**src/rtl/brg_pkg.sv**
```systemverilog
package brg_pkg;

    // register window addresses
    localparam int ADDR_STATUS = 0;
    localparam int ADDR_TC_LO  = 12;
    localparam int ADDR_TC_HI  = 13;
    localparam int ADDR_CTRL   = 14;
    localparam int ADDR_IE     = 15;

    // bit positions inside the window
    localparam int CTRL_RUN_BIT  = 0;
    localparam int CTRL_SYS_BIT  = 1;
    localparam int IE_ZERO_BIT   = 1;
    localparam int STAT_ZERO_BIT = 1;

    typedef enum logic [1:0] {
        ST_HOLD = 2'd0,
        ST_LOAD = 2'd1,
        ST_RUN  = 2'd2
    } brg_state_e;

endpackage

```
**src/rtl/brg_regs.sv**
```systemverilog
module brg_regs
    import brg_pkg::*;
#(
    parameter int ADDR_W = 4,
    parameter int DATA_W = 8,
    localparam int TC_W = 2 * DATA_W
) (
    input  logic              clk,
    input  logic              rst_n,
    input  logic              wr_en,
    input  logic [ADDR_W-1:0] wr_addr,
    input  logic [DATA_W-1:0] wr_data,
    input  logic [ADDR_W-1:0] rd_addr,
    input  logic              zero_evt,
    output logic [DATA_W-1:0] rd_data,
    output logic [TC_W-1:0]   tc,
    output logic              run_en,
    output logic              src_sys,
    output logic              zero_ie
);

    logic [DATA_W-1:0] tc_lo_q;
    logic [DATA_W-1:0] tc_hi_q;
    logic              run_q;
    logic              sys_q;
    logic              ie_q;

    always_ff @(posedge clk or negedge rst_n) begin
        if (!rst_n) begin
            tc_lo_q <= '0;
            tc_hi_q <= '0;
            run_q   <= 1'b0;
            sys_q   <= 1'b0;
            ie_q    <= 1'b0;
        end else if (wr_en) begin
            if (wr_addr == ADDR_W'(ADDR_TC_LO)) tc_lo_q <= wr_data;
            if (wr_addr == ADDR_W'(ADDR_TC_HI)) tc_hi_q <= wr_data;
            if (wr_addr == ADDR_W'(ADDR_CTRL)) begin
                run_q <= wr_data[CTRL_RUN_BIT];
                sys_q <= wr_data[CTRL_SYS_BIT];
            end
            if (wr_addr == ADDR_W'(ADDR_IE)) ie_q <= wr_data[IE_ZERO_BIT];
        end
    end

    always_comb begin
        rd_data = '0;
        if (rd_addr == ADDR_W'(ADDR_STATUS)) begin
            rd_data[STAT_ZERO_BIT] = zero_evt;
        end else if (rd_addr == ADDR_W'(ADDR_TC_LO)) begin
            rd_data = tc_lo_q;
        end else if (rd_addr == ADDR_W'(ADDR_TC_HI)) begin
            rd_data = tc_hi_q;
        end else if (rd_addr == ADDR_W'(ADDR_CTRL)) begin
            rd_data[CTRL_RUN_BIT] = run_q;
            rd_data[CTRL_SYS_BIT] = sys_q;
        end else if (rd_addr == ADDR_W'(ADDR_IE)) begin
            rd_data[IE_ZERO_BIT] = ie_q;
        end
    end

    assign tc      = {tc_hi_q, tc_lo_q};
    assign run_en  = run_q;
    assign src_sys = sys_q;
    assign zero_ie = ie_q;

    // a read of an unmapped address returns zero
    AST_UNMAPPED_READ_ZERO: assert property (@(posedge clk) disable iff (!rst_n)
        (rd_addr != ADDR_W'(ADDR_STATUS) && rd_addr != ADDR_W'(ADDR_TC_LO) &&
         rd_addr != ADDR_W'(ADDR_TC_HI) && rd_addr != ADDR_W'(ADDR_CTRL) &&
         rd_addr != ADDR_W'(ADDR_IE)) |-> rd_data == '0);

endmodule

```
**src/rtl/brg_tick_src.sv**
```systemverilog
module brg_tick_src #(
    parameter int SYNC_STAGES = 2
) (
    input  logic clk,
    input  logic rst_n,
    input  logic ext_clk,
    input  logic src_sys,
    output logic tick
);

    logic [SYNC_STAGES-1:0] sync_q;
    logic                   last_q;
    logic                   ext_rise;

    generate
        if (SYNC_STAGES == 1) begin : g_one
            always_ff @(posedge clk or negedge rst_n) begin
                if (!rst_n) sync_q <= '0;
                else        sync_q <= ext_clk;
            end
        end else begin : g_chain
            always_ff @(posedge clk or negedge rst_n) begin
                if (!rst_n) sync_q <= '0;
                else        sync_q <= {sync_q[SYNC_STAGES-2:0], ext_clk};
            end
        end
    endgenerate

    always_ff @(posedge clk or negedge rst_n) begin
        if (!rst_n) last_q <= 1'b0;
        else        last_q <= sync_q[SYNC_STAGES-1];
    end

    assign ext_rise = sync_q[SYNC_STAGES-1] & ~last_q;
    assign tick     = src_sys | ext_rise;

    // a synchronized rising edge never repeats on the next cycle
    AST_EXT_EDGE_SPACED: assert property (@(posedge clk) disable iff (!rst_n)
        ext_rise |=> !ext_rise);

endmodule

```
**src/rtl/brg_counter.sv**
```systemverilog
module brg_counter
    import brg_pkg::*;
#(
    parameter int TC_W = 16,
    localparam int CNT_W = TC_W + 1
) (
    input  logic            clk,
    input  logic            rst_n,
    input  logic [TC_W-1:0] tc,
    input  logic            run_en,
    input  logic            tick,
    input  logic            zero_ie,
    output logic            brg_clk,
    output logic            zero_evt,
    output logic            zero_irq
);

    brg_state_e        state_q;
    brg_state_e        state_d;
    logic [CNT_W-1:0]  cnt_q;
    logic [CNT_W-1:0]  reload;
    logic              brg_q;
    logic              evt_q;
    logic              irq_q;

    assign reload = CNT_W'(tc) + CNT_W'(1);

    // state register
    always_ff @(posedge clk or negedge rst_n) begin
        if (!rst_n) state_q <= ST_HOLD;
        else        state_q <= state_d;
    end

    // transitions: start, go, count, stop
    always_comb begin
        state_d = state_q;
        unique case (state_q)
            ST_HOLD: state_d = run_en ? ST_LOAD : ST_HOLD;
            ST_LOAD: state_d = run_en ? ST_RUN  : ST_HOLD;
            ST_RUN:  state_d = run_en ? ST_RUN  : ST_HOLD;
            default: state_d = ST_HOLD;
        endcase
    end

    // outputs and datapath
    always_ff @(posedge clk or negedge rst_n) begin
        if (!rst_n) begin
            cnt_q <= '0;
            brg_q <= 1'b0;
            evt_q <= 1'b0;
            irq_q <= 1'b0;
        end else begin
            evt_q <= 1'b0;
            irq_q <= 1'b0;
            unique case (state_q)
                ST_HOLD: ;
                ST_LOAD: begin
                    if (run_en) cnt_q <= reload;
                end
                ST_RUN: begin
                    if (run_en && tick) begin
                        if (cnt_q == '0) begin
                            cnt_q <= reload;
                            brg_q <= ~brg_q;
                            evt_q <= 1'b1;
                            irq_q <= zero_ie;
                        end else begin
                            cnt_q <= cnt_q - CNT_W'(1);
                        end
                    end
                end
                default: ;
            endcase
        end
    end

    assign brg_clk  = brg_q;
    assign zero_evt = evt_q;
    assign zero_irq = irq_q;

    AST_EVENT_TOGGLES: assert property (@(posedge clk) disable iff (!rst_n)
        evt_q |-> brg_q != $past(brg_q));
    AST_QUIET_KEEPS_LEVEL: assert property (@(posedge clk) disable iff (!rst_n)
        !evt_q |-> $stable(brg_q));
    AST_HOLD_NO_EVENT: assert property (@(posedge clk) disable iff (!rst_n)
        (state_q == ST_HOLD) |=> !evt_q);
    AST_LOAD_AFTER_HOLD: assert property (@(posedge clk) disable iff (!rst_n)
        (state_q == ST_LOAD) |-> $past(state_q) == ST_HOLD);
    AST_EVENT_ONE_CYCLE: assert property (@(posedge clk) disable iff (!rst_n)
        evt_q |=> !evt_q);

endmodule

```
**src/rtl/baud_tc_gen.sv**
```systemverilog
module baud_tc_gen #(
    parameter int ADDR_W      = 4,
    parameter int DATA_W      = 8,
    parameter int SYNC_STAGES = 2
) (
    input  logic              clk,
    input  logic              rst_n,
    input  logic              ext_clk,
    input  logic              wr_en,
    input  logic [ADDR_W-1:0] wr_addr,
    input  logic [DATA_W-1:0] wr_data,
    input  logic [ADDR_W-1:0] rd_addr,
    output logic [DATA_W-1:0] rd_data,
    output logic              brg_clk_o,
    output logic              zero_pulse_o,
    output logic              irq_o
);

    localparam int TC_W = 2 * DATA_W;

    logic [TC_W-1:0] tc;
    logic            run_en;
    logic            src_sys;
    logic            zero_ie;
    logic            tick;

    brg_regs #(.ADDR_W(ADDR_W), .DATA_W(DATA_W)) u_regs (
        .clk     (clk),
        .rst_n   (rst_n),
        .wr_en   (wr_en),
        .wr_addr (wr_addr),
        .wr_data (wr_data),
        .rd_addr (rd_addr),
        .zero_evt(zero_pulse_o),
        .rd_data (rd_data),
        .tc      (tc),
        .run_en  (run_en),
        .src_sys (src_sys),
        .zero_ie (zero_ie)
    );

    brg_tick_src #(.SYNC_STAGES(SYNC_STAGES)) u_tick (
        .clk    (clk),
        .rst_n  (rst_n),
        .ext_clk(ext_clk),
        .src_sys(src_sys),
        .tick   (tick)
    );

    brg_counter #(.TC_W(TC_W)) u_cnt (
        .clk     (clk),
        .rst_n   (rst_n),
        .tc      (tc),
        .run_en  (run_en),
        .tick    (tick),
        .zero_ie (zero_ie),
        .brg_clk (brg_clk_o),
        .zero_evt(zero_pulse_o),
        .zero_irq(irq_o)
    );

    AST_IRQ_WITH_EVENT: assert property (@(posedge clk) disable iff (!rst_n)
        irq_o |-> zero_pulse_o);

endmodule

```
**config.mk**
```make
export PLATFORM = sky130hd
export DESIGN_NAME = baud_tc_gen
export DESIGN_NICKNAME = d
export VERILOG_FILES = /design/src/rtl/brg_pkg.sv /design/src/rtl/brg_regs.sv /design/src/rtl/brg_tick_src.sv /design/src/rtl/brg_counter.sv /design/src/rtl/baud_tc_gen.sv
export SDC_FILE = /design/constraint.sdc
export NUM_CORES = 1
export LEC_CHECK = 0
export ABC_AREA = 1
export CORE_ASPECT_RATIO = 0.9
export CORE_MARGIN = 10
export CORE_UTILIZATION = 50
export DETAILED_ROUTE_END_ITERATION = 10
export PLACE_DENSITY = 0.72
export SLEW_MARGIN = 10
export SYNTH_ARGS = -nofsm -noshare
export SYNTH_HDL_FRONTEND = slang
export SYNTH_SLANG_ARGS = --single-unit
```
**constraint.sdc**
```tcl
create_clock -name clk -period 1.95 [get_ports clk]
set_clock_uncertainty 0.1 [all_clocks]
set_input_delay 0.195 -clock clk [delete_from_list [all_inputs] [get_ports clk]]
set_output_delay 0.195 -clock clk [all_outputs]
set_load 0.005 [all_outputs]
```
==> results of run 1 <==
-- routing by layer --
layer  routed length (um)  part of all wire  vias to the layer above
met2                 3195              0.45                       71
met1                 3370              0.47                     1190
li1                     -                 -                     1368
met3                  455             0.064                        9
met5                    0                 0                        -
met4                   85             0.012                        0
-- metrics by stage --
step                setup WS [ns]  hold WS (ns)  cell area (um^2)
floorplan                  0.3464       -0.2006              2824
finish                     0.1052        0.2155              3407
global placement          -0.2060        0.2103              3238
global route             0.006954        0.2071              3407
detailed placement        -0.2270        0.2125              3238
CTS                       -0.2132        0.2136              3364
-- state kept, by name (all words and copies together), names as in the netlist --
name            cells
u_regs.run_en       1
u_regs.tc_hi_q      8
u_regs.zero_ie      1
u_cnt.zero_evt      1
u_tick.last_q       1
u_cnt.cnt_q        17
u_regs.src_sys      1
u_regs.tc_lo_q      8
u_cnt.state_q       2
u_cnt.brg_clk       1
u_cnt.zero_irq      1
u_tick.sync_q       2
-- logic make-up after synthesis --
| group | after synthesis | synth area share |
|---|---|---|
| simple gates | 227 | 0.3487 |
| buf+inv | 62 | 0.08861 |
| compound gates | 51 | 0.09526 |
| flops | 44 | 0.3899 |
| xor+xnor | 15 | 0.04652 |
| fa+ha+maj | 7 | 0.03101 |
-- timing repair --
item,in CTS,in global routing
hold buffers,1,0
pin swaps,0,0
endpoints found under the hold margin,44,0
endpoints found under the setup margin,8,17
gates resized for setup,7,16
-- Yosys cell counts --
| cell | count |
|---|---|
| nand2_1 | 125 |
| inv_1 | 51 |
| dfrtp_1 | 44 |
| nor2_1 | 44 |
| nand3_1 | 33 |
| o21ai_0 | 26 |
| o21ai_1 | 14 |
| xor2_1 | 14 |
| ha_1 | 7 |
| nand4_1 | 6 |
| inv_2 | 5 |
| a21oi_1 | 4 |
| nor3_1 | 4 |
| o22ai_1 | 4 |
| nand3b_1 | 3 |
| nor2_2 | 3 |
| buf_2 | 2 |
| buf_6 | 2 |
| clkbuf_1 | 2 |
| nand2_2 | 2 |
| nor2_4 | 2 |
| nand2_4 | 1 |
| nand3_4 | 1 |
| nor3_2 | 1 |
| nor4_1 | 1 |
| o211ai_1 | 1 |
| o21bai_1 | 1 |
| o311ai_0 | 1 |
| or2_1 | 1 |
| xnor2_1 | 1 |
-- critical path, delay by kind of cell --
| kind | cells | cell delay (ns) |
|---|---|---|
| buf+inv | 4 | 1.01 |
| compound gates | 1 | 0.17 |
| simple gates | 2 | 0.17 |
-- final cells by class --
type | instances | area share
clock inverters | 2 | 0.01138
multi-input cells | 300 | 0.4422
repair buffers | 41 | 0.1127
flip-flops and latches | 44 | 0.3232
well taps | 67 | 0.02461
inverters | 56 | 0.06170
clock buffers | 6 | 0.02424
-- report_power, final --
part	switching (uW)	total, uW	internal (uW)
clock	336	755	419
sequential	270	1410	1140
combinational	911	1450	543
-- path summary, 6_finish.rpt --
kind                                       startpoint  slack, ns                            end  cells after the start
max                                        rd_addr[2]       0.11                     rd_data[2]                      7
min                                           ext_clk       0.22     u_tick.sync_q[0]$_DFF_PN0_                      1
max reg2reg                u_cnt.cnt_q[0]$_DFFE_PN0P_       0.18    u_cnt.cnt_q[15]$_DFFE_PN0P_                     11
min reg2reg                u_tick.sync_q[0]$_DFF_PN0_       0.26     u_tick.sync_q[1]$_DFF_PN0_                      0
max in group asynchronous                       rst_n       0.99  u_regs.tc_hi_q[2]$_DFFE_PN0P_                      3
min in group asynchronous                       rst_n       0.39     u_cnt.state_q[0]$_DFF_PN0_                      3
==> flow_summary.ini, run 1 <==
[synth]
syn_area_mm2 = 0.002824
synthDominantCellAreaShare = 0.3899
yosys-top-cells-area = dfrtp_1 (39%), nand2_1 (17%), inv_1 (6.8%)
synth_cell_types = 30
synth_area_per_cell_um2 = 6.956
yosys.area.top_type = dfrtp_1
syn_nets = 433
yosysSeqAreaShare = 0.3899
yosysWarningCount = 0
syn_inst = 406
ys_ff_latch = 44

[worst_setup_path]
worstSetupEndpointType = primary output
worstPathArrival_ns = 1.55
startpoint_type = input pin
cp_cell_sequence = clkdlybuf4s50_1, nand2_2, inv_2, nand2_1, buf_4, o21ai_0, dlygate4sd2_1
crit_type = input pin to primary output
crit_path_max_incr_delay_ns = 0.49
slowest_stage = clkdlybuf4s50_1
worstPathRequired_ns = 1.65
crit_fanout = 7

[die]
start_util = 0.5280
rows = 25
die_area_mm2 = 0.009058
fp.dieH_um = 91.30
core_area_mm2 = 0.005349
die-width_um = 99.22
num_io_pins = 31

[route]
viasPerCell = 5.112
wirelength_mm = 7.107
ant_nets = 0
wl_per_cell_um = 13.77
vias = 2638
drc_errors = 0
drtIter0Drc = 128
drt_pass1_iterations = 4

[final_layout]
fill_cells = 456
fin_util = 0.6370
drive_gt1_frac = 0.09131
multi_input_area_mm2 = 0.001506
antenna-diode-count = 0
nNetsFinal = 475
regArea_mm2 = 0.001101
area.growth.synth_to_final_pct = 20.65
final_cell_mix = nand2_1 (124), inv_1 (49), dfrtp_1 (44)
final_common_cell = nand2_1
final_cells = 516

[global_routing]
use_met2 = 0.2570
met1_usage = 0.2075
grt_most_used_layer = met2
grt_pass1_wl_mm = 12.23
grt_pass1_vias = 2613
grt_remaining_overflow = 0
grt_usage = 0.1625
grt_max_degree = 45
met3_usage = 0.04621
grt_antenna_before_repair = 0

[clock_tree]
cts_setup_buffers = 0
clkLatencyLatePin_ns = 0.31
cts_sinks = 44
cts.htree.levels = 2
cts_tree = done
root_buffer = clkbuf_8
clk_path_buf_depth = 2
cts_made_buffers = 5
clk_pin_slew_ns = 0.09

[timing]
max_freq_ghz = 0.5421
hold_viol_final = 0
min_period_over_period = 0.9460
finalSetupViolCount = 0
fin_crit_ns = 1.845
grt_setup_unrepaired = false
finalSetupTns_ns = 0
max_slew_margin = 0.6308
worst_pin_slew_ns = 0.5537
slew_viol_final = 0

[placed_design]
gp_congestion = 0.9213
place_hpwl_mm = 5.403
dp.cells = 507
port_buffers = 30

[run]
drv_cap = 0

[power]
power_uw = 3616
ir_drop_mv = 0.7524
power_density_mw_per_mm2 = 1061
power.leakage_uw = 0.001738

[run_status]
status = finished clean

[min_path]
hold_path.class = input pin to flip-flop
Note: power is estimated with default switching activity, not from simulation.
==> inputs of run 2 (changes only) <==
--- a/config.mk
+++ b/config.mk
@@ -11,7 +11,7 @@
 export CORE_UTILIZATION = 50
 export DETAILED_ROUTE_END_ITERATION = 10
 export PLACE_DENSITY = 0.72
-export SLEW_MARGIN = 10
+export SLEW_MARGIN = 0
 export SYNTH_ARGS = -nofsm -noshare
 export SYNTH_HDL_FRONTEND = slang
 export SYNTH_SLANG_ARGS = --single-unit
==> results of run 2 <==
Final layout, timing and power as in run 1 (identical DEF).
